<file path="src/rtl/irq_agg_pkg.sv">
package irq_agg_pkg;

  // Default geometry of the aggregator
  localparam int unsigned REQ_LINES   = 6;
  localparam int unsigned FIRST_ID    = 2;
  localparam int unsigned SYNC_DEPTH  = 2;

  // Width needed to carry the largest line number
  function automatic int unsigned id_width(input int unsigned lines, input int unsigned base);
    return $clog2(lines + base);
  endfunction

endpackage

</file>
<file path="src/rtl/irq_sync.sv">
module irq_sync #(
  parameter int unsigned WIDTH  = 6,
  parameter int unsigned STAGES = 2
) (
  input  logic             clk,
  input  logic             rst_n,
  input  logic [WIDTH-1:0] async_i,
  output logic [WIDTH-1:0] sync_o
);

  logic [STAGES-1:0][WIDTH-1:0] stg_q;
  logic [STAGES-1:0][WIDTH-1:0] stg_d;

  always_comb begin
    stg_d[0] = async_i;
    for (int s = 1; s < int'(STAGES); s++) begin
      stg_d[s] = stg_q[s-1];
    end
  end

  generate
    for (genvar g = 0; g < int'(STAGES); g++) begin : g_stage
      always_ff @(posedge clk or negedge rst_n) begin
        if (!rst_n) begin
          stg_q[g] <= '0;
        end else begin
          stg_q[g] <= stg_d[g];
        end
      end
    end
  endgenerate

  assign sync_o = stg_q[STAGES-1];

endmodule

</file>
<file path="src/rtl/irq_edge_det.sv">
module irq_edge_det #(
  parameter int unsigned WIDTH = 6
) (
  input  logic             clk,
  input  logic             rst_n,
  input  logic [WIDTH-1:0] lvl_i,
  output logic [WIDTH-1:0] rise_o
);

  logic [WIDTH-1:0] hist_q;

  always_ff @(posedge clk or negedge rst_n) begin
    if (!rst_n) begin
      hist_q <= '0;
    end else begin
      hist_q <= lvl_i;
    end
  end

  assign rise_o = lvl_i & ~hist_q;

endmodule

</file>
<file path="src/rtl/irq_prio_enc.sv">
module irq_prio_enc #(
  parameter int unsigned WIDTH = 6,
  parameter int unsigned BASE  = 2,
  parameter int unsigned NUM_W = 3
) (
  input  logic [WIDTH-1:0] lvl_i,
  output logic [NUM_W-1:0] num_o,
  output logic             vld_o
);

  // Walk from the lowest-priority line upward so the lowest index wins
  always_comb begin
    num_o = '0;
    vld_o = 1'b0;
    for (int i = int'(WIDTH) - 1; i >= 0; i--) begin
      if (lvl_i[i]) begin
        vld_o = 1'b1;
        num_o = NUM_W'(int'(BASE) + i);
      end
    end
  end

endmodule

</file>
<file path="src/rtl/irq_merge_top.sv">
module irq_merge_top #(
  parameter int unsigned NUM_REQ     = irq_agg_pkg::REQ_LINES,
  parameter int unsigned BASE_ID     = irq_agg_pkg::FIRST_ID,
  parameter int unsigned SYNC_STAGES = irq_agg_pkg::SYNC_DEPTH,
  parameter int unsigned NUM_W       = irq_agg_pkg::id_width(NUM_REQ, BASE_ID)
) (
  input  logic               clk,
  input  logic               rst_n,
  input  logic [NUM_REQ-1:0] req_i,
  input  logic               io_rd_i,
  input  logic               mem_rd_i,
  input  logic               stat_rd_i,
  output logic               irq_n_o,
  output logic               stat_bit_o,
  output logic               stat_bit_oe_o,
  output logic               ind_o,
  output logic [NUM_W-1:0]   prio_num_o,
  output logic               prio_vld_o
);

  logic [NUM_REQ-1:0] lvl_sync;
  logic [NUM_REQ-1:0] rise;
  logic               any_rise;
  logic               rd_clr;
  logic               flag_q;
  logic               flag_d;
  logic               flag_en;

  irq_sync #(
    .WIDTH  (NUM_REQ),
    .STAGES (SYNC_STAGES)
  ) u_sync (
    .clk     (clk),
    .rst_n   (rst_n),
    .async_i (req_i),
    .sync_o  (lvl_sync)
  );

  irq_edge_det #(
    .WIDTH (NUM_REQ)
  ) u_edge (
    .clk    (clk),
    .rst_n  (rst_n),
    .lvl_i  (lvl_sync),
    .rise_o (rise)
  );

  irq_prio_enc #(
    .WIDTH (NUM_REQ),
    .BASE  (BASE_ID),
    .NUM_W (NUM_W)
  ) u_prio (
    .lvl_i (lvl_sync),
    .num_o (prio_num_o),
    .vld_o (prio_vld_o)
  );

  // Next state of the pending flag: a new edge outranks a clearing read
  assign any_rise = |rise;
  assign rd_clr   = io_rd_i | mem_rd_i;
  assign flag_en  = any_rise | rd_clr;

  always_comb begin
    flag_d = flag_q;
    if (any_rise) begin
      flag_d = 1'b1;
    end else if (rd_clr) begin
      flag_d = 1'b0;
    end
  end

  always_ff @(posedge clk or negedge rst_n) begin
    if (!rst_n) begin
      flag_q <= 1'b0;
    end else if (flag_en) begin
      flag_q <= flag_d;
    end
  end

  assign irq_n_o       = ~flag_q;
  assign ind_o         = flag_q;
  assign stat_bit_oe_o = stat_rd_i;
  assign stat_bit_o    = stat_rd_i & flag_q;

  AST_EDGE_SETS_FLAG: assert property (@(posedge clk) disable iff (!rst_n)
    any_rise |=> flag_q);

  AST_LEVEL_NO_RESET: assert property (@(posedge clk) disable iff (!rst_n)
    (!flag_q && !any_rise) |=> !flag_q);

  AST_IRQ_POLARITY: assert property (@(posedge clk) disable iff (!rst_n)
    irq_n_o != ind_o);

  AST_IO_READ_CLEARS: assert property (@(posedge clk) disable iff (!rst_n)
    (io_rd_i && !any_rise) |=> !ind_o);

  AST_MEM_READ_CLEARS: assert property (@(posedge clk) disable iff (!rst_n)
    (mem_rd_i && !any_rise) |=> !ind_o);

  AST_EDGE_BEATS_CLEAR: assert property (@(posedge clk) disable iff (!rst_n)
    (rd_clr && any_rise) |=> !irq_n_o);

  AST_OE_GATES_BIT: assert property (@(posedge clk) disable iff (!rst_n)
    !stat_bit_oe_o |-> !stat_bit_o);

  AST_PRIO_IN_RANGE: assert property (@(posedge clk) disable iff (!rst_n)
    prio_vld_o |-> (prio_num_o >= NUM_W'(BASE_ID)));

  AST_STATUS_KEEPS_FLAG: assert property (@(posedge clk) disable iff (!rst_n)
    (stat_rd_i && !rd_clr && !any_rise) |=> $stable(ind_o));

endmodule

</file>
<file path="config.mk">
export PLATFORM = sky130hd
export DESIGN_NAME = irq_merge_top
export DESIGN_NICKNAME = d
export VERILOG_FILES = /design/src/rtl/irq_agg_pkg.sv /design/src/rtl/irq_sync.sv /design/src/rtl/irq_edge_det.sv /design/src/rtl/irq_prio_enc.sv /design/src/rtl/irq_merge_top.sv
export SDC_FILE = /design/constraint.sdc
export NUM_CORES = 1
export LEC_CHECK = 0
export CELL_PAD_IN_SITES_DETAIL_PLACEMENT = 2
export CELL_PAD_IN_SITES_GLOBAL_PLACEMENT = 2
export CORE_UTILIZATION = 39
export DETAILED_ROUTE_END_ITERATION = 10
export DONT_BUFFER_PORTS = 1
export GPL_TIMING_DRIVEN = 1
export PLACE_DENSITY = 0.81
export SLEW_MARGIN = 25
export SYNTH_ARGS = -nofsm -noshare
export SYNTH_HDL_FRONTEND = slang
export SYNTH_SLANG_ARGS = --single-unit
</file>
<file path="constraint.sdc">
create_clock -name clk -period 2.5 [get_ports clk]
set_input_delay 0.5 -clock clk [delete_from_list [all_inputs] [get_ports clk]]
set_output_delay 0.5 -clock clk [all_outputs]
set_load 0.02 [all_outputs]
</file>
Word level (Yosys, flattened, before mapping). Index checks and enable logic that the tools add are counted.

Mux-type cells: 14. Bitwise logic cells: 6. Reduce and logical (&&, ||, !) cells: 3.

Operator list (number): $mux 3 (6); $mux 1 (8); $and 6x6->6 (1); $not 6->6 (1); $reduce_or 6->1 (1); $or 1x1->1 (2); $reduce_and 2->1 (1); $reduce_bool 2->1 (1); $and 1x1->1 (1); $not 1->1 (1).

Flip-flop bits (word level): 19. Input bits: 11. Output and inout port bits: 8. Logic and storage cells: 27.

Depth between registers and ports, before layout. Gate-level depths: netlist (run 1).

Depth after elaboration: 6. Depth in mapped cells: 3. Mapped depth without buffers: 3.

Cells and area by module. A second synthesis (run 1) with hierarchy kept.

Cell total of the unflattened synthesis: 41. Area total of the unflattened synthesis: 665.6 um2.

Modules (own cells, without submodules): irq_sync (instances 1, cells each 12, area an instance 300.3 um2, sequential area each 300.3 um2); irq_edge_det (instances 1, cells each 12, area an instance 232.7 um2, sequential area each 150.1 um2); irq_merge_top (instances 1, cells each 7, area an instance 67.6 um2, sequential area each 25.0 um2); irq_prio_enc (instances 1, cells each 10, area an instance 65.1 um2, sequential area each 0.0 um2).

Worst setup path before layout (run 1). OpenSTA, ideal clock, no wires.

Path kind: reg-to-output. Start point: register u_sync.stg_q, in the netlist u_sync.sync_o[2]. End point: output prio_num_o[1]. Arrival: 0.994 ns. Data required time: 2.000 ns. Path slack: 1.006 ns. Stages on the path, launching flop included: 2. Buffers on the path: 0. Path through: dfrtp_1 -> o31ai_1.

Word-level cells in the longest chain between the ends: 3.

Ends and longest elaborated chain: start, declared (RTL line irq_sync.sv:11) `logic [STAGES-1:0][WIDTH-1:0] stg_q;`; start signal, assigned by index (RTL line irq_sync.sv:27) `stg_q[g] <= stg_d[g];`; $mux 3 (3 in series) (RTL line irq_prio_enc.sv:16) `if (lvl_i[i]) begin`; end, declared (RTL line irq_merge_top.sv:17) `output logic [NUM_W-1:0] prio_num_o,`.

No other way between the ends.

Worst setup path after layout (run 1). Ends and elaborated chain as after synthesis.

==> impl_metrics.py, run 1 <==
metrics = {
    "sta": {
        "finalSetupTns_ns": 0,
        "slew_headroom_pct": 47.2,
        "finalCritPeriodShare_pct": 75.7,
        "fin_ws_ns": 0.608,
        "fin_skew_ns": 0.000540,
        "worst_pin_slew_ns": 0.790,
        "fmax_mhz": 529,
        "slew_viol_final": 0,
        "grt_setup_unrepaired": "false",
        "timing.final.crit_period_ns": 1.89,
        "hold_viol_final": 0,
        "finalSetupViolations": 0,
    },
    "placement": {
        "globalplace.congestion": 0.670,
        "dp_hpwl_um": 791,
        "dpl_worst_slack_ns": 0.902,
        "placedCellCount": 55,
        "placed_cell_area_um2": 616,
        "io_buffers": 0,
    },
    "clock_tree": {
        "cts_tree": "yes",
        "max-clock-path-buffers": 2,
        "cts_max_level": 1,
        "postCtsHoldBufs": 1,
        "root_buffer": "clkbuf_4",
        "clk_pin_slew_ns": 0.10,
        "cts_sinks": 19,
        "clock_latency_ns": 0.28,
        "post_cts_buffers": 0,
        "cts_made_buffers": 3,
        "cts_resized": 0,
    },
    "drt": {
        "vias": 318,
        "drc": 0,
        "first_pass_iters": 2,
        "via_per_inst": 5.30,
        "drt-total-wl_um": 1030,
        "drt_iter0_markers": 4,
        "ant_nets": 0,
        "post_drt_wl_per_cell_um": 17.1,
    },
    "critical_path": {
        "crit_cells": 1,
        "worst-path-buf-inv": 0,
        "crit_required_ns": 2.00,
        "r2r_setup_slack_ns": 1.46,
        "reg2reg_from": "u_sync.sync_o[0]",
        "crit_path_end": "prio_num_o[1]",
        "crit_chain": "o31ai_1",
        "crit_type": "flop to primary output",
        "r2r_cells": 3,
        "crit_arrival_ns": 1.39,
        "cp_slowest_cell": "o31ai_1",
        "cp_top_family": "compound AO/OA/AOI/OAI gates",
        "path_max_fanout": 5,
        "r2r-end": "ind_o",
        "startpoint": "u_sync.sync_o[2]",
        "worstSetupStartpointType": "flop",
        "cpPeakStageDelay_ns": 0.66,
        "endpoint_kind": "primary output",
    },
    "outcome": {
        "status": "completed",
    },
    "die": {
        "io_pins": 19,
        "core_um2": 1370,
        "start_util_pct": 44.2,
        "die_area_um2": 1710,
        "row_count": 13,
        "die_h_um": 41.4,
        "die_w_um": 41.4,
    },
    "logic_synthesis": {
        "synth.cell_area_um2": 604,
        "yosysSeqAreaShare_pct": 78.7,
        "yosysWarnings": 0,
        "syn_inst": 41,
        "ys_ff_latch": 19,
        "synth.avg_cell_area_um2": 14.7,
        "synth_cell_types": 15,
        "synth_fp_nets": 52,
    },
    "min_path": {
        "hold_class": "input pin to flop",
    },
    "grt": {
        "grt_pass1_vias": 367,
        "antenna_found_initial": 0,
        "grt_max_degree": 20,
        "grt_usage_pct": 16.0,
        "grt_pass1_wl_um": 1610,
        "overflow": 0,
    },
    "power_and_ir_drop": {
        "power.leakage_nw": 0.293,
        "pwr_density_cell_nw_per_um2": 782,
        "vdd_drop_max_mv": 0.415,
    },
    "cells_and_area": {
        "multi_input_area_um2": 106,
        "area_growth_pct": 7.87,
        "fill_cells": 144,
        "finalNonFillerCells": 60,
        "final_nets": 57,
        "finalInstanceArea_um2": 652,
        "drive_above_1_share_pct": 8.89,
        "diodes": 0,
        "regArea_um2": 475,
    },
    "flow_run": {
        "maxCapViolCount": 0,
    },
}
## worst min path at each step
stage | cells past startpoint | to | slack [ns] | startpoint
after global placement | 0 | u_sync.stg_d[11] | 0.20 | rst_n
after floorplan | 0 | ind_o | 0.20 | rst_n
after global routing | 0 | u_sync.stg_d[9] | 0.21 | req_i[3]
after CTS | 0 | u_sync.stg_d[9] | 0.22 | req_i[3]
after detailed placement | 0 | u_sync.stg_d[9] | 0.20 | rst_n
final | 0 | u_sync.stg_d[7] | 0.23 | req_i[1]
## synthesized netlist by cell type
| master | n | area, µm² |
|---|---|---|
| inv_1 | 4 | 15.0 |
| and2_1 | 1 | 6.26 |
| nor2_1 | 3 | 11.3 |
| nor3_1 | 1 | 5.00 |
| a211o_1 | 1 | 8.76 |
| o2111ai_1 | 1 | 8.76 |
| or2_0 | 1 | 6.26 |
| o22ai_1 | 2 | 12.5 |
| nor4_2 | 1 | 12.5 |
| nand2_1 | 1 | 3.75 |
| buf_4 | 1 | 7.51 |
| dfrtp_1 | 19 | 475 |
| nand2b_1 | 3 | 18.8 |
| a21oi_1 | 1 | 5.00 |
| o31ai_1 | 1 | 7.51 |
## cells in the final DEF (no fill, tap or decap), drive strengths merged
master	netlist	final
a211o	1	1
a21oi	1	1
and2	1	1
clkbuf	0	4
dfrtp	19	19
dlygate4sd3	0	1
inv	4	4
nand2	1	1
nand2b	3	3
nor2	3	3
nor3	1	1
nor4	1	1
o2111ai	1	1
o22ai	2	2
o31ai	1	1
or2	1	1
## state kept, by name, summed over array words and instances, names as in the netlist
name	flops
u_edge.hist_q	6
u_sync.stg_d	6
u_sync.sync_o	6
ind_o	1
## routing by layer
metal	global-route usage (%)	share of wire, %
met5	0	0
met4	7.26	0
met3	5.32	6.4
met2	29.7	55
met1	15.9	38
## per-stage QoR
step                      hold slack (ns)  power, W  utilization [%]
after CTS                           0.219  0.000518             47.7
after global placement              0.205  0.000361             45.1
final                               0.231  0.000510             47.7
after detailed placement            0.205  0.000364             45.1
after floorplan                     0.204  0.000359                -
after global routing                0.207  0.000535             47.7
## report_power, final
group | internal (W) | switching [W] | leakage [nW]
combinational | 0.00000814 | 0.0000196 | 0.0582
sequential | 0.000323 | 0.0000126 | 0.219
clock | 0.0000620 | 0.0000848 | 0.0150
total | 0.000393 | 0.000117 | 0.293
## logic make-up after synthesis
kind of cell	share of synthesized area (%)
simple gates	10.6
compound gates	7.04
buf+inv	3.73
flops	78.7
## cell type report
type,instances,area share (%)
tap,15,2.88
sequential,19,72.9
clock buffer,4,4.03
timing repair buffer,1,1.54
inverter,4,2.30
multi-input combinational,17,16.3
(Power assumes the default switching activity.)
==> inputs of run 2 (changes only) <==
Settings changed: CORE_UTILIZATION 39 to 33, PLACE_DENSITY 0.81 to 0.74.
Clock period 2.5 ns to 1.7 ns, I/O delays scaled along.
==> run 2 against run 1 <==
Effect of this change:
- utilization down 6.3 points
- wire length grew 9.1%
- non-clock buffer count grew 4
- highest routed layer is now met4
- sequential cell count unchanged
- register-to-register slack worse by 0.80 ns
- via count up 9.1%
- first-iteration DRC count is 75% lower
- largest power group unchanged
- sequential share of layout area shrank 5.7 points
- global-route usage shrank 1.9 points
- critical path depth rose by 2
- sequential power grew 48%
==> impl_metrics.py, run 2 (synthesized netlist as in run 1, its figures left out) <==
metrics = {
    "sta": {
        "finalSetupTns_ns": 0,
        "finalSetupViolations": 0,
        "finalCritPeriodShare_pct": 96.5,
        "hold_viol_final": 0,
        "slew_viol_final": 0,
        "slew_headroom_pct": 46.7,
        "fin_skew_ns": 0.00914,
        "grt_setup_unrepaired": "true",
        "timing.final.crit_period_ns": 1.64,
        "worst_pin_slew_ns": 0.796,
        "fmax_mhz": 609,
    },
    "drt": {
        "first_pass_iters": 2,
        "drt_iter0_markers": 1,
        "via_per_inst": 4.69,
        "drc": 0,
        "vias": 347,
        "drt-total-wl_um": 1120,
        "post_drt_wl_per_cell_um": 15.1,
        "ant_nets": 0,
    },
    "critical_path": {
        "r2r_setup_slack_ns": 0.66,
        "crit_required_ns": 1.36,
        "path_max_fanout": 5,
        "crit_type": "flop to primary output",
        "crit_chain": "or2_0, o22ai_1, buf_4",
        "cpPeakStageDelay_ns": 0.46,
        "worstSetupStartpointType": "flop",
        "r2r_cells": 3,
        "endpoint_kind": "primary output",
        "crit_cells": 3,
        "cp_top_family": "flip-flops",
        "crit_arrival_ns": 1.30,
        "cp_slowest_cell": "dfrtp_2",
        "worst-path-buf-inv": 1,
        "r2r-end": "ind_o",
        "crit_path_end": "prio_num_o[0]",
        "startpoint": "u_sync.sync_o[2]",
        "reg2reg_from": "u_sync.sync_o[0]",
    },
    "grt": {
        "overflow": 0,
        "grt_max_degree": 20,
        "grt_pass1_wl_um": 1800,
        "grt_usage_pct": 14.1,
        "antenna_found_initial": 0,
        "grt_pass1_vias": 399,
    },
    "die": {
        "die_area_um2": 2010,
        "row_count": 15,
        "start_util_pct": 35.0,
        "die_h_um": 44.8,
        "core_um2": 1730,
        "die_w_um": 44.8,
        "io_pins": 19,
    },
    "cells_and_area": {
        "layout_common_cells": "dfrtp_1 (15), inv_1 (4), buf_4 (4), dfrtp_2 (4)",
        "final_common_cell": "dfrtp_1",
        "final_nets": 61,
        "area_growth_pct": 18.2,
        "finalInstanceArea_um2": 714,
        "drive_above_1_share_pct": 28.6,
        "diodes": 0,
    },
    "clock_tree": {
        "root_buffer": "clkbuf_4",
        "cts_max_level": 1,
        "cts_sinks": 19,
        "clk_pin_slew_ns": 0.11,
        "max-clock-path-buffers": 2,
        "cts_made_buffers": 3,
        "clock_latency_ns": 0.31,
        "cts_tree": "yes",
    },
    "power_and_ir_drop": {
        "power.leakage_nw": 0.313,
        "pwr_density_cell_nw_per_um2": 1090,
        "vdd_drop_max_mv": 0.502,
    },
    "flow_run": {
        "maxCapViolCount": 0,
    },
    "placement": {
        "placed_cell_area_um2": 651,
        "io_buffers": 0,
        "globalplace.congestion": 0.725,
    },
    "outcome": {
        "status": "completed",
    },
    "min_path": {
        "hold_class": "input pin to flop",
    },
}
[run 2: final cells by class]
type	count	area, µm²
Fill cell	185	1010
Multi-Input combinational cell	17	120
Clock inverter	1	5.00
Clock buffer	3	22.5
Inverter	4	15.0
Sequential cell	19	480
Tap cell	25	31.3
Timing Repair Buffer	5	40.0
[run 2: metal layers]
| metal | track usage (%) | wire, µm |
|---|---|---|
| met1 | 15.2 | 432 |
| met2 | 22.6 | 585 |
| met3 | 4.80 | 63 |
| met4 | 10.9 | 37 |
| met5 | 0 | 0 |
[run 2: what timing repair did]
action                                 4_1_cts  5_1_grt
endpoints found under the hold margin       19        0
resized for setup                            0        6
buffers inserted                             1        0
pin swaps                                    1        1
setup endpoints to repair                    1        4
hold buffers                                 1        0
gates cloned                                 0        0
[run 2: report_power, final]
part	leakage, nW	internal (W)	switching, W	total (W)
clock	0.0177	0.0000880	0.000144	0.000232
combinational	0.0798	0.0000196	0.0000311	0.0000507
sequential	0.215	0.000476	0.0000206	0.000496
[run 2: worst min path at each step]
stage,cells after the start,startpoint,slack [ns],endpoint
floorplan,0,rst_n,0.04,ind_o
global placement,0,rst_n,0.04,u_sync.stg_d[9]
detailed placement,0,rst_n,0.04,u_sync.stg_d[9]
CTS,0,req_i[2],0.03,u_sync.stg_d[8]
global route,0,req_i[2],0.02,u_sync.stg_d[8]
finish,0,req_i[2],0.04,u_sync.stg_d[8]
[run 2: metrics by stage]
stage	cells	setup slack [ns]	util [%]	hold WS, ns	power (W)
2_1_floorplan	41	0.366	-	0.0444	0.000528
3_3_place_gp	68	0.430	37.7	0.0449	0.000538
3_5_place_dp	68	0.349	37.7	0.0449	0.000541
4_1_cts	74	-0.00357	40.3	0.0310	0.000786
5_1_grt	74	-0.0445	41.4	0.0170	0.000820
6_report	74	0.0591	41.4	0.0448	0.000779
